--- config.mk ---
export PLATFORM = sky130hd
export DESIGN_NAME = cmdpkt_decoder
export DESIGN_NICKNAME = d
export VERILOG_FILES = /design/src/rtl/cmdpkt_pkg.sv /design/src/rtl/cmdpkt_hdr_decode.sv /design/src/rtl/cmdpkt_lsb_find.sv /design/src/rtl/cmdpkt_decoder.sv
export SDC_FILE = /design/constraint.sdc
export NUM_CORES = 1
export LEC_CHECK = 0
export BUFFER_PORTS_ARGS = -buffer_cell sky130_fd_sc_hd__clkbuf_2
export CELL_PAD_IN_SITES_DETAIL_PLACEMENT = 0
export CELL_PAD_IN_SITES_GLOBAL_PLACEMENT = 1
export CORE_ASPECT_RATIO = 2
export CORE_MARGIN = 8
export CORE_UTILIZATION = 40
export DETAILED_ROUTE_END_ITERATION = 16
export PLACE_DENSITY_LB_ADDON = 0.15
export SYNTH_ARGS = -nofsm -noshare
export SYNTH_HDL_FRONTEND = slang
export SYNTH_SLANG_ARGS = --single-unit
export TNS_END_PERCENT = 20
--- constraint.sdc ---
create_clock -name clk -period 3.85 [get_ports clk]
set_clock_uncertainty 0.1 [all_clocks]
set_input_delay 0.1925 -clock clk [delete_from_list [all_inputs] [get_ports clk]]
set_output_delay 0.1925 -clock clk [all_outputs]
set_load 0.005 [all_outputs]
--- src/rtl/cmdpkt_pkg.sv ---
`timescale 1ns/1ps
package cmdpkt_pkg;

    localparam int WORD_W = 32;
    localparam int IDX_W  = 12;
    localparam int MASK_W = 29;
    localparam int CNT_W  = 19;
    localparam int ADDR_W = 22;
    localparam int PTR_W  = 24;
    localparam int PAD_W  = 3;

    typedef enum logic [2:0] {
        K_NOP, K_JUMP, K_REG_SEQ, K_REG_MASK, K_MEM_FB, K_MEM_TEX, K_BAD
    } pkt_kind_e;

    typedef enum logic [1:0] {D_REG, D_FB, D_TEX} wr_dest_e;

    typedef enum logic [2:0] {ST_HDR, ST_ADDR, ST_DATA, ST_PAD, ST_JUMP} dec_state_e;

    typedef struct packed {
        pkt_kind_e          kind;
        logic               inc;
        logic [CNT_W-1:0]   count;
        logic [IDX_W-1:0]   idx;
        logic [MASK_W-1:0]  mask;
        logic [PAD_W-1:0]   pad;
        logic [PTR_W-1:0]   jump_ptr;
    } hdr_info_t;

    typedef struct packed {
        wr_dest_e           dest;
        logic [IDX_W-1:0]   idx;
        logic [ADDR_W-1:0]  addr;
        logic [WORD_W-1:0]  data;
    } wr_req_t;

    // start word address carried by the word after a memory-write header
    function automatic logic [ADDR_W-1:0] mem_start(input logic [WORD_W-1:0] w);
        return w[ADDR_W+1:2];
    endfunction

endpackage

--- src/rtl/cmdpkt_hdr_decode.sv ---
`timescale 1ns/1ps
module cmdpkt_hdr_decode
    import cmdpkt_pkg::*;
#(
    parameter logic [IDX_W-1:0] BLT_BASE = 12'h0C0
) (
    input  logic [WORD_W-1:0] hdr,
    output hdr_info_t         info
);

    always_comb begin
        info      = '0;
        info.kind = K_BAD;
        case (hdr[2:0])
            3'd0: begin
                if (hdr[5:3] == 3'd0) begin
                    info.kind = K_NOP;
                end else if (hdr[5:3] == 3'd3) begin
                    info.kind     = K_JUMP;
                    info.jump_ptr = {hdr[PTR_W+3:6], 2'b00};
                end
            end
            3'd1: begin
                info.kind  = K_REG_SEQ;
                info.count = CNT_W'(hdr[31:16]);
                info.inc   = hdr[15];
                info.idx   = hdr[14:3];
            end
            3'd2: begin
                info.kind = K_REG_MASK;
                info.idx  = BLT_BASE;
                info.mask = hdr[31:3];
            end
            3'd4: begin
                info.kind = K_REG_MASK;
                info.idx  = hdr[14:3];
                info.mask = {{(MASK_W-14){1'b0}}, hdr[28:15]};
                info.pad  = hdr[31:29];
            end
            3'd5: begin
                info.count = hdr[21:3];
                if (hdr[31:30] == 2'b10)      info.kind = K_MEM_FB;
                else if (hdr[31:30] == 2'b11) info.kind = K_MEM_TEX;
            end
            default: info.kind = K_BAD;
        endcase
    end

endmodule

--- src/rtl/cmdpkt_lsb_find.sv ---
`timescale 1ns/1ps
module cmdpkt_lsb_find #(
    parameter  int W  = 29,
    localparam int IW = $clog2(W)
) (
    input  logic [W-1:0]  vec,
    output logic [IW-1:0] pos
);

    always_comb begin
        pos = '0;
        for (int i = W - 1; i >= 0; i--) begin
            if (vec[i]) pos = IW'(i);
        end
    end

endmodule

--- src/rtl/cmdpkt_decoder.sv ---
`timescale 1ns/1ps
module cmdpkt_decoder
    import cmdpkt_pkg::*;
#(
    parameter logic [IDX_W-1:0] BLT_BASE_IDX = 12'h0C0
) (
    input  logic              clk,
    input  logic              rst,
    input  logic              fifo_valid,
    input  logic [WORD_W-1:0] fifo_data,
    output logic              fifo_pop,
    output logic              ptr_load,
    output logic [PTR_W-1:0]  ptr_value,
    output logic              err_pulse,
    output logic              reg_wr_valid,
    output logic [IDX_W-1:0]  reg_wr_idx,
    input  logic              reg_wr_ready,
    output logic              fb_wr_valid,
    output logic              tex_wr_valid,
    output logic [ADDR_W-1:0] mem_wr_addr,
    input  logic              mem_wr_ready,
    output logic [WORD_W-1:0] wr_data
);

    localparam int POS_W = $clog2(MASK_W);

    dec_state_e          state_q;
    pkt_kind_e           kind_q;
    logic                inc_q;
    logic [CNT_W-1:0]    cnt_q;
    logic [IDX_W-1:0]    idx_q;
    logic [MASK_W-1:0]   mask_q;
    logic [PAD_W-1:0]    pad_q;
    logic [ADDR_W-1:0]   addr_q;
    logic [PTR_W-1:0]    ptr_q;
    logic                err_q;
    wr_req_t             out_q;
    logic                out_vld_q;

    hdr_info_t           hinfo;
    logic [POS_W-1:0]    bit_pos;
    logic [MASK_W-1:0]   mask_clr;
    logic                out_accept;
    logic                out_free;

    cmdpkt_hdr_decode #(.BLT_BASE(BLT_BASE_IDX)) u_hdr (
        .hdr  (fifo_data),
        .info (hinfo)
    );

    cmdpkt_lsb_find #(.W(MASK_W)) u_lsb (
        .vec (mask_q),
        .pos (bit_pos)
    );

    assign mask_clr   = mask_q & ~(MASK_W'(1) << bit_pos);
    assign out_accept = out_vld_q && ((out_q.dest == D_REG) ? reg_wr_ready : mem_wr_ready);
    assign out_free   = !out_vld_q || out_accept;

    always_comb begin
        fifo_pop = 1'b0;
        if (state_q != ST_JUMP) fifo_pop = fifo_valid && out_free;
    end

    always_ff @(posedge clk) begin
        if (rst) begin
            state_q   <= ST_HDR;
            kind_q    <= K_NOP;
            inc_q     <= 1'b0;
            cnt_q     <= '0;
            idx_q     <= '0;
            mask_q    <= '0;
            pad_q     <= '0;
            addr_q    <= '0;
            ptr_q     <= '0;
            err_q     <= 1'b0;
            out_q     <= '0;
            out_vld_q <= 1'b0;
        end else begin
            err_q <= 1'b0;
            if (out_accept) out_vld_q <= 1'b0;
            case (state_q)
                ST_HDR: if (fifo_pop) begin
                    case (hinfo.kind)
                        K_NOP: ;
                        K_JUMP: begin
                            ptr_q   <= hinfo.jump_ptr;
                            state_q <= ST_JUMP;
                        end
                        K_REG_SEQ: begin
                            kind_q  <= K_REG_SEQ;
                            idx_q   <= hinfo.idx;
                            inc_q   <= hinfo.inc;
                            cnt_q   <= hinfo.count;
                            state_q <= (hinfo.count == '0) ? ST_HDR : ST_DATA;
                        end
                        K_REG_MASK: begin
                            kind_q <= K_REG_MASK;
                            idx_q  <= hinfo.idx;
                            mask_q <= hinfo.mask;
                            pad_q  <= hinfo.pad;
                            if (hinfo.mask != '0)     state_q <= ST_DATA;
                            else if (hinfo.pad != '0) state_q <= ST_PAD;
                            else                      state_q <= ST_HDR;
                        end
                        K_MEM_FB, K_MEM_TEX: begin
                            kind_q  <= hinfo.kind;
                            cnt_q   <= hinfo.count;
                            state_q <= ST_ADDR;
                        end
                        default: err_q <= 1'b1;
                    endcase
                end
                ST_ADDR: if (fifo_pop) begin
                    addr_q  <= mem_start(fifo_data);
                    state_q <= (cnt_q == '0) ? ST_HDR : ST_DATA;
                end
                ST_DATA: if (fifo_pop) begin
                    out_vld_q  <= 1'b1;
                    out_q.data <= fifo_data;
                    case (kind_q)
                        K_REG_SEQ: begin
                            out_q.dest <= D_REG;
                            out_q.idx  <= idx_q;
                            if (inc_q) idx_q <= idx_q + 1'b1;
                            cnt_q <= cnt_q - 1'b1;
                            if (cnt_q == CNT_W'(1)) state_q <= ST_HDR;
                        end
                        K_REG_MASK: begin
                            out_q.dest <= D_REG;
                            out_q.idx  <= idx_q + IDX_W'(bit_pos);
                            mask_q     <= mask_clr;
                            if (mask_clr == '0) state_q <= (pad_q != '0) ? ST_PAD : ST_HDR;
                        end
                        default: begin
                            out_q.dest <= (kind_q == K_MEM_TEX) ? D_TEX : D_FB;
                            out_q.addr <= addr_q;
                            addr_q     <= addr_q + 1'b1;
                            cnt_q      <= cnt_q - 1'b1;
                            if (cnt_q == CNT_W'(1)) state_q <= ST_HDR;
                        end
                    endcase
                end
                ST_PAD: if (fifo_pop) begin
                    pad_q <= pad_q - 1'b1;
                    if (pad_q == PAD_W'(1)) state_q <= ST_HDR;
                end
                default: state_q <= ST_HDR;
            endcase
        end
    end

    assign reg_wr_valid = out_vld_q && (out_q.dest == D_REG);
    assign fb_wr_valid  = out_vld_q && (out_q.dest == D_FB);
    assign tex_wr_valid = out_vld_q && (out_q.dest == D_TEX);
    assign reg_wr_idx   = out_q.idx;
    assign mem_wr_addr  = out_q.addr;
    assign wr_data      = out_q.data;
    assign ptr_load     = (state_q == ST_JUMP);
    assign ptr_value    = ptr_q;
    assign err_pulse    = err_q;

endmodule

[After elaboration in Yosys (flattened, before gate mapping)]
Index checks and enable logic that the tools add are counted.
Storage, ports and cells
  flip-flop bits (word level): 186
  input bits: 37
  output and inout bits: 96
  word-level logic and storage cells: 200
Operators by class
  add/sub/neg operators: 5
  equal/unequal tests: 40
  shift operators: 1
  mux-type cells: 91
  bitwise operators: 5
  reduce and logical (&&, ||, !) cells: 43
Operator list (count)
  5-bit two-way mux: 29
  29-bit two-way mux: 4
  29-bit case mux with 2 select lines: 2
  19-bit two-way mux: 4
  19-bit case mux with 2 select lines: 2
  24-bit two-way mux: 3
  12-bit case mux with 2 select lines: 3
  22-bit two-way mux: 3
  12-bit two-way mux: 5
  22-bit case mux with 2 select lines: 1
  3-bit two-way mux: 14
  19-bit logical NOT: 2
  3-bit case mux with 4 select lines: 3
  29-bit bitwise AND: 1
  29-bit logical NOT: 1
  29-bit NOT: 1
  29-bit nonzero test: 1
  1-bit by 5-bit << shifter with 29-bit output (first input constant): 1
  3-bit by 2-bit == test with 1-bit output (second input constant): 8
  2-bit inequality test (second input constant): 12
  22-bit by 1-bit adder with 22-bit output (second input constant): 1
  19-bit by 1-bit == test with 1-bit output (second input constant): 1
  19-bit by 1-bit subtractor with 19-bit output (second input constant): 1
  3-bit == test (second input constant): 6
  30 further kinds: 76

[Longest topological paths before layout]
  depth in word-level cells: 37
  mapped depth: 15
  gate-level depth less buffers: 15

[Modules after synthesis]
From an unflattened synthesis, not the netlist that was laid out.
Unflattened totals
  cell total of the unflattened synthesis: 1510
  area total of the unflattened synthesis: 10948.0 um^2
By module, submodules not included
  cmdpkt_decoder: instances 1, cells each 1326, area each 9756.9 um^2, sequential area each 3723.6 um^2
  cmdpkt_hdr_decode: instances 1, cells each 122, area each 863.3 um^2, sequential area each 0.0 um^2
  cmdpkt_lsb_find: instances 1, cells each 62, area each 327.8 um^2, sequential area each 0.0 um^2

[Worst setup path before layout]
OpenSTA, ideal clock, no wires.
  path type: flip-flop to flip-flop
  start: register mask_q[12]
  end: register out_q, in the netlist reg_wr_idx[9]
  setup time: 86 ps
  arrival time: 2856 ps
  data required time: 3664 ps
  path slack: 808 ps
  cell stages (with the launch flop): 12
  path buffers: 0
  period minus slack after synthesis: 3042 ps
  path through: dfxtp_1 or4_4 o21ai_2 nand2b_1 a21oi_4 ha_1 a31oi_1 o31ai_2 a211oi_1 nor3_1 xnor2_1 a211oi_1
Between the ends
  longest elaborated chain between the ends: 15
RTL lines
  start: declaration: line cmdpkt_decoder.sv:32  | logic [MASK_W-1:0] mask_q;
  start signal: assignment: line cmdpkt_decoder.sv:100  | mask_q <= hinfo.mask;
  start signal: assignment: line cmdpkt_decoder.sv:132  | mask_q <= mask_clr;
  5-bit two-way mux (13 in a row): line cmdpkt_lsb_find.sv:13  | if (vec[i]) pos = IW'(i);
  12-bit by 5-bit adder with 12-bit output: line cmdpkt_decoder.sv:131  | out_q.idx <= idx_q + IDX_W'(bit_pos);
  12-bit case mux with 2 select lines: line cmdpkt_decoder.sv:121  | case (kind_q)
  end: declaration: line cmdpkt_decoder.sv:37  | wr_req_t out_q;
No other way between the ends.
A chain may end at the register's enable or synchronous reset.

[Worst setup path after layout]
  start: register mask_q[8]
  end: register state_q[2]
Between the ends
  longest elaborated chain between the ends: 15
RTL lines
  5-bit two-way mux (9 in a row): line cmdpkt_lsb_find.sv:13
  1-bit by 5-bit << shifter with 29-bit output: line cmdpkt_decoder.sv:56  | assign mask_clr = mask_q & ~(MASK_W'(1) << bit_pos);
  29-bit NOT: line cmdpkt_decoder.sv:56
  29-bit bitwise AND (*): line cmdpkt_decoder.sv:56
  29-bit logical NOT (*): line cmdpkt_decoder.sv:133  | if (mask_clr == '0) state_q <= (pad_q != '0) ? ST_PAD : ST_HDR;
  3-bit inequality test (no source line) (*)
  8-bit AND reduction (no source line) (*)
  end signal: assignment: line cmdpkt_decoder.sv:95  | state_q <= (hinfo.count == '0) ? ST_HDR : ST_DATA;
  end signal: assignment: line cmdpkt_decoder.sv:116  | state_q <= (cnt_q == '0) ? ST_HDR : ST_DATA;
  end signal: assignment: line cmdpkt_decoder.sv:133
  end: declaration: line cmdpkt_decoder.sv:27  | dec_state_e state_q;
Every way passes the cells marked *; elsewhere a longest branch is shown, timed or not.

==> results.txt <==
Yosys reg bits - 184
Drt first pass iters - 5
CP Launch Type - flip-flop
Root Driver - clkbuf_16
Crit path largest cell delay - 620 ps
DRC viols - 0
Drt wl/cell - 23.3 um
Die ar. - 0.0324 sq mm
Slowest-stage cell, CP - nor4_2
Clock Sinks - 184
Final setup viols - 0
RePlAce Congestion - 0.963
Largest net degree at the start of global routing - 112
Dpl ws - 486 ps
Most frequent cells in the layout - 232 x nand2_1, 184 x dfxtp_1, 151 x nor2_1, 151 x a21oi_1, 129 x clkbuf_2
Crit. End Element - flip-flop
Peak supply drop - 0.335 mV
Largest buffer count on any clock path - 2
Die height - 247 um
Switching part of the total - 42.3%
Syn Inst Count - 1435
Overall power - 6780 uW
Ys flop type - dfxtp_1
Worst slew margin - 38.2%
First-pass GRT wire length - 64700 um
Total CTS buffers - 17
Skew-Pair Late Insertion Delay - 460 ps
Clock transition at the registers of the reported paths - 80 ps
Design internal power - 3910 uW
Placeable Area - 0.0263 sq mm
Initial core utilization - 40.6%
P&R area growth vs syn - 11.4%
Port Buffers - 130
Final cell count without fillers - 1827
FP Rows - 84
DR iter-0 viols - 668
Sw Pwr - 2870 uW
Yosys cell types - 81
Top Ports - 133
Fillers - 2782
Worst Tran Pin Value - 927 ps
Chip width - 131 um
Gr usage total - 26.1%
Fin. max-slew vios - 0
Share of cells above drive strength 1 - 16.7%
Util after Layout - 45.2%
Crit path arrival time - 3720 ps
Crit share post-route - 89.6%
DRT antenna net count - 0
Max cap viols - 0
Post-layout minimum cycle time - 3450 ps
WS Path Type - reg2reg
HP Class - in2reg
Final worst setup slack - 401 ps
Cell Pwr Density - 571 mW/mm^2
Status - finished clean
Peak Freq - 0.290 GHz
Combinational Power Share - 38.8%
Mapped cell area - 0.0107 sq mm
Synth Warn # - 0
Final layout net count - 1518
Crit Path Max Fanout - 7
RSZ-0062 raised after global routing - false
Post-Place Cells - 1792
Most used cell, CP - buf_4
Worst-path cell chain - nor4_2, o21ai_2, nand2b_1, a21oi_4, nand2_1, buf_4, o21ai_0, nor4b_2, buf_4, a21o_2, nor4b_4
Seq/Total Area, Yosys - 34.6%
Vias in the first global route - 10600
Number of flops mapped to enable cells by yosys - 0
Leakage power - 0.00458 uW
Antenna violations before repair - 1
Seq pwr share - 35.1%
Commonest non-fill, non-tap cell in the layout - nand2_1
Via/cell ratio - 5.85
Detailed Route WL - 42700 um
Avg Cell Area, Syn - 7.43 sq um
Post-DP HPWL - 30900 um
Power share of the clock group - 26.1%
H-tree levels - 4
Antenna Cells - 0
Critical Path RT - 4120 ps
Grt total ovfl - 0
PostCTS Resize Cnt - 0
Via count - 10700
Post-synth ARST share - 0%
Fin Setup TNS - 0 ps
CTS tree - built
Final hold violations - 0
path summary, 6_finish.rpt:
check,from,endpoint,slack (ps),depth (start not counted)
worst min-delay path,fifo_data[24],wr_data[24],40,3
worst max-delay path,mask_q[8],state_q[2],400,11
worst max register to register,mask_q[8],state_q[2],400,11
worst min register to register,wr_data[16],wr_data[16],360,2
state kept, by name (all words and copies together), names as in the netlist, 3 cells and up:
name,count
wr_data,32
mask_q,29
addr_q,22
mem_wr_addr,22
ptr_value,22
cnt_q,19
idx_q,12
reg_wr_idx,12
kind_q,3
pad_q,3
state_q,3
layer usage:
layer	vias up	part of all wire [%]	global-route usage, %
met1	5082	36	25.5
met2	339	52	47.5
li1	5107	-	-
met5	-	0.030	0
met4	2	7.3	19.7
met3	155	4.7	5.53
critical path: cells and delay by family, from the launching register on:
family                 cells  cell delay (ps)
buffers and inverters      2              350
AND/OR/NAND/NOR            5             1520
AO/OA/AOI/OAI              4             1030
flip-flops                 1              370
cell usage after synthesis (10+ instances only):
cell type  instances  area, sq um
a211oi_1          32          240
a21oi_1          151          756
a22o_1            19          166
a22oi_1           26          195
a31oi_1           16          100
and3_1            18          113
buf_1             11         41.3
buf_4             70          526
clkbuf_1          83          312
dfxtp_1          184         3680
ha_1              11          138
inv_1             21         78.8
mux2i_1           40          400
nand2_1          233          875
nand2b_1          12         75.1
nand3_1           31          155
nor2_1           152          571
nor3_1            41          205
nor4_1            15         93.8
o21ai_0           94          470
o31ai_1           10         75.1
power groups by stage:
stage	Clock [uW]	Combinational, uW	Sequential (uW)
floorplan	0	1840	2310
global placement	0	2610	2410
detailed placement	0	2590	2420
CTS	1810	2600	2370
global route	1880	2880	2410
finish	1770	2630	2380
what timing repair did:
item                      in CTS  in global routing
hold endpoints to repair       3                  0
buffers inserted               0                  0
hold buffers                   3                  0
cells by family after synthesis:
logic type	Yosys count	synth area share (%)
mux	44	4.18
other cells	1	0.0352
flops	184	34.6
compound gates	422	24.9
simple gates	568	24.6
xor+xnor	14	1.15
fa+ha+maj	11	1.29
buf+inv	191	9.26
area by class of cell:
| class | instances | area (sq um) | area share (%) |
|---|---|---|---|
| tap | 344 | 430 | 3.63 |
| inverter | 21 | 78.8 | 0.664 |
| timing repair buffer | 185 | 1100 | 9.28 |
| sequential | 184 | 3680 | 31.0 |
| multi-input combinational | 1061 | 6010 | 50.6 |
| clock inverter | 14 | 139 | 1.17 |
| clock buffer | 18 | 429 | 3.61 |
stage by stage:
| step | hold slack (ps) | cell area (sq um) |
|---|---|---|
| detailed placement | 346 | 11300 |
| finish | 37.4 | 11900 |
| floorplan | 228 | 10700 |
| global route | 54.9 | 11900 |
| global placement | 342 | 11300 |
| CTS | 20.2 | 11900 |
Power figures use the tool's default switching activity.
